**config.mk**
```make
export PLATFORM = sky130hd
export DESIGN_NAME = nxtpc_fetch
export DESIGN_NICKNAME = d
export VERILOG_FILES = /design/src/rtl/nxtpc_pkg.sv /design/src/rtl/nxtpc_rel_target.sv /design/src/rtl/nxtpc_abs_target.sv /design/src/rtl/nxtpc_select.sv /design/src/rtl/nxtpc_fetch.sv
export SDC_FILE = /design/constraint.sdc
export NUM_CORES = 1
export LEC_CHECK = 0
export BUFFER_PORTS_ARGS = -buffer_cell sky130_fd_sc_hd__buf_2
export CORE_MARGIN = 5
export CORE_UTILIZATION = 54
export DETAILED_ROUTE_END_ITERATION = 10
export HOLD_SLACK_MARGIN = 0.02
export PLACE_DENSITY_LB_ADDON = 0.12
export SYNTH_ARGS = -nofsm -noshare
export SYNTH_HDL_FRONTEND = slang
export SYNTH_SLANG_ARGS = --single-unit
export TNS_END_PERCENT = 5
```
**constraint.sdc**
```tcl
create_clock -name clk -period 3.6 [get_ports clk]
set_clock_uncertainty 0.1 [all_clocks]
set_input_delay 0.18 -clock clk [delete_from_list [all_inputs] [get_ports clk]]
set_output_delay 0.18 -clock clk [all_outputs]
set_load 0.005 [all_outputs]
```
**src/rtl/nxtpc_pkg.sv**
```systemverilog
package nxtpc_pkg;
  localparam int PC_W   = 32;
  localparam int IMM_W  = 16;
  localparam int TGT_W  = 26;
  localparam int ALIGN  = 2;
  localparam int RGN_W  = PC_W - TGT_W - ALIGN;
  localparam int WORD_W = PC_W - ALIGN;

  typedef logic [PC_W-1:0]  pc_t;
  typedef logic [IMM_W-1:0] imm_t;
  typedef logic [TGT_W-1:0] tgt_t;

  typedef enum logic [1:0] {
    SRC_SEQ    = 2'd0,
    SRC_BRANCH = 2'd1,
    SRC_JUMP   = 2'd2
  } nxt_src_e;

  // Sign-extended immediate scaled to a byte offset.
  function automatic pc_t branch_offset(input imm_t imm);
    return {{(PC_W-IMM_W-ALIGN){imm[IMM_W-1]}}, imm, {ALIGN{1'b0}}};
  endfunction

  function automatic pc_t seq_step(input pc_t pc);
    return pc + pc_t'(1 << ALIGN);
  endfunction
endpackage

```
**src/rtl/nxtpc_rel_target.sv**
```systemverilog
module nxtpc_rel_target
  import nxtpc_pkg::*;
(
  input  pc_t  pc_cur,
  input  imm_t imm,
  output pc_t  pc_seq,
  output pc_t  pc_branch
);
  always_comb begin
    pc_seq    = seq_step(pc_cur);
    pc_branch = pc_seq + branch_offset(imm);
  end
endmodule

```
**src/rtl/nxtpc_abs_target.sv**
```systemverilog
module nxtpc_abs_target
  import nxtpc_pkg::*;
(
  input  pc_t  pc_cur,
  input  tgt_t tgt,
  output pc_t  pc_jump
);
  generate
    if (RGN_W > 0) begin : g_region
      assign pc_jump = {pc_cur[PC_W-1 -: RGN_W], tgt, {ALIGN{1'b0}}};
    end else begin : g_flat
      assign pc_jump = pc_t'({tgt, {ALIGN{1'b0}}});
    end
  endgenerate
endmodule

```
**src/rtl/nxtpc_select.sv**
```systemverilog
module nxtpc_select
  import nxtpc_pkg::*;
(
  input  logic     is_branch,
  input  logic     eq_flag,
  input  logic     jump,
  input  pc_t      pc_seq,
  input  pc_t      pc_branch,
  input  pc_t      pc_jump,
  output nxt_src_e src,
  output pc_t      pc_next
);
  logic taken;
  assign taken = is_branch & eq_flag;

  always_comb begin
    if (jump)       src = SRC_JUMP;
    else if (taken) src = SRC_BRANCH;
    else            src = SRC_SEQ;
  end

  always_comb begin
    unique case (src)
      SRC_JUMP:   pc_next = pc_jump;
      SRC_BRANCH: pc_next = pc_branch;
      default:    pc_next = pc_seq;
    endcase
  end
endmodule

```
**src/rtl/nxtpc_fetch.sv**
```systemverilog
module nxtpc_fetch
  import nxtpc_pkg::*;
#(
  parameter pc_t RESET_PC = '0
) (
  input  logic              clk,
  input  logic              rst,
  input  logic              br_is_branch,
  input  logic              alu_eq,
  input  logic              jump_en,
  input  logic [IMM_W-1:0]  imm_field,
  input  logic [TGT_W-1:0]  tgt_field,
  output logic [PC_W-1:0]   pc_q,
  output logic [WORD_W-1:0] imem_word_addr
);
  pc_t      pc_r;
  pc_t      seq_pc, branch_pc, jump_pc, next_pc;
  nxt_src_e src_sel;

  nxtpc_rel_target u_rel (
    .pc_cur(pc_r), .imm(imm_field), .pc_seq(seq_pc), .pc_branch(branch_pc)
  );

  nxtpc_abs_target u_abs (
    .pc_cur(pc_r), .tgt(tgt_field), .pc_jump(jump_pc)
  );

  nxtpc_select u_sel (
    .is_branch(br_is_branch), .eq_flag(alu_eq), .jump(jump_en),
    .pc_seq(seq_pc), .pc_branch(branch_pc), .pc_jump(jump_pc),
    .src(src_sel), .pc_next(next_pc)
  );

  always_ff @(posedge clk) begin
    if (rst) pc_r <= RESET_PC;
    else     pc_r <= next_pc;
  end

  assign pc_q           = pc_r;
  assign imem_word_addr = pc_r[PC_W-1:ALIGN];

  AST_SEQ_STEP: assert property (@(posedge clk) disable iff (rst)
    (!jump_en && !(br_is_branch && alu_eq)) |=> pc_q == $past(pc_q) + 32'd4);
  AST_BRANCH_STEP: assert property (@(posedge clk) disable iff (rst)
    (!jump_en && br_is_branch && alu_eq)
      |=> pc_q == $past(pc_q) + 32'd4 + branch_offset($past(imm_field)));
  AST_JUMP_REGION: assert property (@(posedge clk) disable iff (rst)
    jump_en |=> (pc_q[PC_W-1 -: RGN_W] == $past(pc_q[PC_W-1 -: RGN_W]))
                && (pc_q[PC_W-RGN_W-1:ALIGN] == $past(tgt_field)));
  AST_PC_ALIGNED: assert property (@(posedge clk) disable iff (rst)
    $past(rst) |-> pc_q[ALIGN-1:0] == '0);
endmodule

```
==> run metrics, run 1 <==
Syn. warnings=0; pre-CTS setup slack=0.0351 ns; share of cells above drive strength 1=0.288; Design Area, Final=about 4600 µm²; area of the multi-input gates=2960 µm²; ANT nets after route=0; DRT iter0 DRCs=358; Synth Instances=between 500 and 600; die footprint=between 8000 and 9000 µm²; Worst Path Arrival=3.57 ns; Worst-path clk slew=roughly 0.080 ns; Post-synth EDFFs=0; site row count=31; Worst Tran Pin Value=0.697 ns; core area=about 7100 µm²; Clock Tree Root=clkbuf_8; hold crit path type=in -> reg; first-pass GRT wire length=21200 µm; largest net degree at the start of global routing=32; total gr overflow=0; largest area contributor in the netlist=dfxtp_1; critical path fanouts, max=6; Crit. End Element=register; final HPWL from detailed placement=10400 µm; placed inst area=4410 µm²; vias in the first global route=between 4000 and 5000; worst vdd ir=0.171 mV; wire per inst=19.4 µm; critical path startpoint category=register; count of final setup violators=0; TritonCTS clock tree=yes; area grow syn2layout=18.8%; setup slack after layout=0.110 ns; ys flop type=dfxtp_1; fin nets=685; CP required=~3.7 ns; worst-skew pair later-pin latency=between 0.2 and 0.3 ns; Fin. Hold Viols=0; top cell type's share of synthesized area=0.155; status=finished clean; Initial Util=0.544; RSZ-0062 raised after global routing=true; Fmax=287 MHz; Critical Path Max Stage Delay=approximately 0.38 ns; Unique masters post-synth=75; antenna violations before repair=0; via count=4389; power share of the sequential group=0.285; Vias/cell=6.22; Cell Pwr Density=299 nW/µm²; GPL Wtd Cong=1.06; fraction of registers with async set/reset=0; IO buf count=between 100 and 150; CP Cell Sequence=and4_2 > and4bb_2 > buf_4 > nand2_1 > xnor2_1 > ha_1 > a21o_1 > a21o_1 > a221o_1 > nand2_1 > and2_1 > a21oi_1 > or3_1; most frequent cell after synthesis=a21oi_1; # fillers=718; # DRC=0; H-tree depth=2; fin crit share=0.969; top cells by area, synth=dfxtp_1 (15%), ha_1 (10%), a21oi_1 (6.4%); internal power=804 µW; Max-slew headroom=0.535; register area share after synthesis=0.155; Max stage delay cell, worst path=dfxtp_1; GR Util All Layers=0.301; Post-CTS Repair Setup Buffers=0; Clock Path Buffers=2; Die Ht=94.8 µm; TritonRoute pass-1 iters=5; register area=about 610 µm²; DRT Wirelength=13700 µm; Ports=109; clock share of power=0.229; count of final max-slew check failures=0; die width=94.8 µm; Comb pwr share=0.485; Post-Syn Area=3880 µm²; Lkg Pwr=2.23 nW; max reg flops=30; min Tclk post-route=between 3 and 4 ns; clock sink total=30; P_sw=574 µW; WS Path Type=reg -> reg; ant diodes=0; Post-synth top cells=a21oi_1 (50), nand2_1 (40), nor2_1 (36); maxcap violations=0; Num CTS Buffers=5; Yosys reg bits=30; Post-Syn Area per Cell=7.55 µm²; switching fraction of total power=0.416
-- power groups by stage --
stage	clock, mW	combinational [mW]	sequential (mW)
2_1_floorplan	0	0.445	0.405
3_3_place_gp	0	0.635	0.398
3_5_place_dp	0	0.640	0.398
4_1_cts	0.310	0.648	0.391
5_1_grt	0.328	0.731	0.398
6_report	0.316	0.669	0.393
-- repair_timing --
item                                    CTS  global route
hold endpoints to repair                  4             0
endpoints found under the setup margin    0            11
resized for setup                         0            20
hold buffers                              4             0
-- worst max-delay path, delay by kind of cell (launching register included) --
family                   cells  cell delay [ns]
AND/OR/NAND/NOR              6             1.38
AO/OA/AOI/OAI                4             0.82
flip-flops                   1             0.38
adder cells (fa/ha/maj)      1             0.35
XOR/XNOR                     1             0.20
buffers and inverters        1             0.15
-- layout make-up --
type / count / share of cell area
Inverter: 12 / 0.00977
Clock inverter: 1 / 0.00109
Clock buffer: 7 / 0.0187
Tap cell: 99 / 0.0269
Sequential cell: 30 / 0.131
Timing Repair Buffer: 139 / 0.171
Multi-Input combinational cell: 418 / 0.641
-- final timing paths --
path | startpoint | to | slack, ns | depth (start not counted)
max reg2reg | pc_q[11] | pc_q[22] | 0.11 | 13
max | pc_q[11] | pc_q[22] | 0.11 | 13
min reg2reg | pc_q[31] | pc_q[31] | 0.55 | 2
min | tgt_field[9] | pc_q[11] | 0.01 | 2
-- cell usage in the layout, fill, tap and decap left out, drive strengths merged, types with 5 or more instances in the layout --
cell type,n
buf,135
o21a,5
mux2i,6
nand3,17
nor3,6
dfxtp,30
nor2,36
ha,31
o21ai,28
and3,15
a21o,14
a21oi,51
nor2b,6
xnor2,28
inv,11
and2,6
nand4,12
nand2,41
o22ai,7
xor2,14
o21bai,5
clkbuf,7
a211oi,15
and4,10
o221ai,5
o211a,5
-- layer usage --
metal | up-vias | GRT usage | wire [µm] | part of all wire
met4 | 0 | 0.0974 | 371 | 0.027
li1 | 2073 | - | - | -
met2 | 240 | 0.515 | 6440 | 0.47
met5 | - | 0 | 0 | 0
met3 | 38 | 0.0502 | 1320 | 0.096
met1 | 2038 | 0.383 | 5580 | 0.41
-- logic make-up (layout without fill, tap and decap cells) --
kind of cell | count (synthesis) | in the layout | synth area share
compound gates | 171 | 171 | 0.302
xor+xnor | 42 | 42 | 0.0948
fa+ha+maj | 32 | 32 | 0.105
buf+inv | 67 | 159 | 0.102
flops | 30 | 30 | 0.155
mux | 6 | 6 | 0.0155
other cells | 1 | 2 | 0.000966
simple gates | 165 | 165 | 0.225
-- stage by stage --
| stage | power, mW | std cells | utilization | hold WS, ns | TNS, ns |
|---|---|---|---|---|---|
| finish | 1.38 | 706 | 0.646 | 0.0135 | 0 |
| global route | 1.46 | 706 | 0.646 | 0.0183 | -0.0582 |
| CTS | 1.35 | 706 | 0.636 | 0.0202 | 0 |
| detailed placement | 1.04 | 694 | 0.618 | 0.308 | 0 |
| global placement | 1.03 | 694 | 0.618 | 0.304 | 0 |
| floorplan | 0.851 | 515 | - | 0.218 | 0 |
Note: power is estimated with default switching activity, not from simulation.
==> run 2: changes to the inputs <==
--- a/config.mk
+++ b/config.mk
@@ -5,12 +5,14 @@
 export SDC_FILE = /design/constraint.sdc
 export NUM_CORES = 1
 export LEC_CHECK = 0
+export ABC_AREA = 1
 export BUFFER_PORTS_ARGS = -buffer_cell sky130_fd_sc_hd__buf_2
 export CORE_MARGIN = 5
-export CORE_UTILIZATION = 54
+export CORE_UTILIZATION = 55
 export DETAILED_ROUTE_END_ITERATION = 10
 export HOLD_SLACK_MARGIN = 0.02
 export PLACE_DENSITY_LB_ADDON = 0.12
+export SKIP_LAST_GASP = 1
 export SYNTH_ARGS = -nofsm -noshare
 export SYNTH_HDL_FRONTEND = slang
 export SYNTH_SLANG_ARGS = --single-unit
==> run metrics, run 2 <==
Worst-path clk slew=about 0.070 ns; hold crit path type=in -> reg; top cell type's share of synthesized area=0.225; most common cell after layout, fill and taps aside=nand2_1; Cell Pwr Density=253 nW/µm²; Post-synth top cells=nand2_1 (265), inv_1 (117), nand3_1 (69), nor2_1 (69), a21oi_1 (43); TritonRoute pass-1 iters=5; final HPWL from detailed placement=13100 µm; IO buf count=~110; Unique masters post-synth=40; worst-skew pair later-pin latency=0.29 ns; Synth Instances=796; most frequent cells in the layout=nand2_1 (265), inv_1 (117), buf_2 (106); WP depth=17; Max Used Layer=met4; clock sink total=30; WS Path Type=reg -> reg; Syn. warnings=0; worst vdd ir=0.107 mV; RSZ-0062 raised after global routing=false; Post-CTS Repair Setup Buffers=0; Clock Tree Root=clkbuf_8; most frequent cell after synthesis=nand2_1; met1 wire length=6930 µm; DRT iter0 DRCs=627; Design Area, Final=4940 µm²; placed inst area=approximately 4800 µm²; via count=5368; Worst Tran Pin Value=approximately 0.6 ns; ANT nets after route=0; H-tree depth=2; first-pass GRT wire length=24700 µm; TritonCTS clock tree=yes; critical path's top delay family=simple AND/OR/NAND/NOR gates; min Tclk post-route=~3.4 ns; largest net degree at the start of global routing=31; hold_ws=0.0632 ns; Clock Path Buffers=2; total gr overflow=0; GPL Wtd Cong=1.00; # fillers=around 820; Fmax=295 MHz; CP Cell Sequence=ha_4 > nand2_1 > nor2_4 > inv_1 > nor2_2 > xor2_1 > inv_1 > ha_1 > nand2_1 > nor2_1 > inv_1 > nor3_1 > nand3_1 > nand3_1 > nand2_1 > nand3_1 > a21oi_1; Post-synth EDFFs=0; Max stage delay cell, worst path=dfxtp_1; Met2 Wirelength=7040 µm; FF-to-FF setup slack=0.21 ns; register area share after synthesis=0.136; ys flop type=dfxtp_1; Max-slew headroom=0.602; Lkg Pwr=roughly 2.7 nW; share of cells above drive strength 1=0.174; critical path startpoint category=register; largest area contributor in the netlist=nand2_1; register area=~600 µm²; fraction of registers with async set/reset=0; site row count=32; Initial Util=0.568; worst r2r path cells=17; number of buffers and inverters on the critical path=3; Critical Path End=pc_q[25]; vias in the first global route=4887; die footprint=approximately 9900 µm²; Num CTS Buffers=5; # DRC=0; setup TNS=0 ns; Worst Path Arrival=3.44 ns; GR Util All Layers=0.312; Post-Syn Area per Cell=5.54 µm²; pre-CTS setup slack=0.112 ns; Yosys reg bits=30; antenna violations before repair=0; core area=7770 µm²; count of final setup violators=0; Crit. End Element=register; wire per inst=16.1 µm; met3 routed WL=1420 µm; status=finished clean; Fin. Hold Viols=0; fin nets=approximately 950; die width=99.6 µm; Worst Setup SP=pc_q[3]; Ports=109; Die Ht=99.6 µm; CP required=3.65 ns; count of final max-slew check failures=0; critical path fanouts, max=6; fin crit share=0.941; setup slack after layout=between 0.2 and 0.25 ns; ant diodes=0; R2R Path End=pc_q[25]; area grow syn2layout=11.9%; top cells by area, synth=nand2_1 (23%), dfxtp_1 (14%), inv_1 (10%); maxcap violations=0; max reg flops=30; Vias/cell=~5.5; DRT Wirelength=about 16000 µm; reg2reg start=pc_q[3]; area of the multi-input gates=3090 µm²; WHS Path Cells=3; Critical Path Max Stage Delay=between 0.4 and 0.5 ns; Post-Syn Area=4410 µm²
[run 2: report_power, final]
group          leakage, nW  internal [mW]  switching (mW)
Sequential           0.248          0.357          0.0380
Combinational         2.42          0.204           0.354
Clock               0.0482          0.154           0.142
Total                 2.72          0.715           0.534
[run 2: cell families after synthesis]
kind of cell / count (synthesis) / synth area share
compound gates: 98 / 0.128
xor+xnor: 17 / 0.0337
fa+ha+maj: 32 / 0.0924
buf+inv: 162 / 0.168
flops: 30 / 0.136
other cells: 1 / 0.000850
simple gates: 456 / 0.441
[run 2: layout make-up]
class	count	area share
multi-input cells	605	0.626
clock buffers	7	0.0175
clock inverters	1	0.00101
flip-flops and latches	30	0.122
inverters	119	0.0915
repair buffers	112	0.117
well taps	102	0.0258
[run 2: layer usage]
layer  GRT usage  vias to the layer above
li1            -                     2649
met1       0.442                     2431
met2       0.511                      263
met3      0.0252                       25
met4      0.0809                        0
met5           0                        -
[run 2: through the flow]
stage | std cells | util | power, mW
floorplan | 797 | - | 0.777
global placement | 968 | 0.622 | 0.932
detailed placement | 968 | 0.622 | 0.942
CTS | 976 | 0.634 | 1.23
global route | 976 | 0.636 | 1.33
finish | 976 | 0.636 | 1.25
[run 2: how the worst min path moves through the flow]
stage,startpoint,endpoint,slack (ns)
after floorplan,rst,pc_q[4],0.23
after global placement,tgt_field[3],pc_q[5],0.36
after detailed placement,tgt_field[3],pc_q[5],0.37
after CTS,tgt_field[3],pc_q[5],0.06
after global routing,tgt_field[3],pc_q[5],0.1
final,tgt_field[3],pc_q[5],0.06
[run 2: repair_timing]
action | in CTS | in global routing
hold buffers | 0 | 0
resized for setup | 0 | 4
setup endpoints to repair | 0 | 14
[run 2: worst register-to-register path, stage by stage (launching register included)]
cell and delay (ns):
dfxtp_1 0.46, ha_4 0.23, nand2_1 0.10, nor2_4 0.18, inv_1 0.07, nor2_2 0.20
xor2_1 0.22, inv_1 0.10, ha_1 0.36, nand2_1 0.14, nor2_1 0.20, inv_1 0.10
nor3_1 0.23, nand3_1 0.19, nand3_1 0.12, nand2_1 0.05, nand3_1 0.11, a21oi_1 0.08
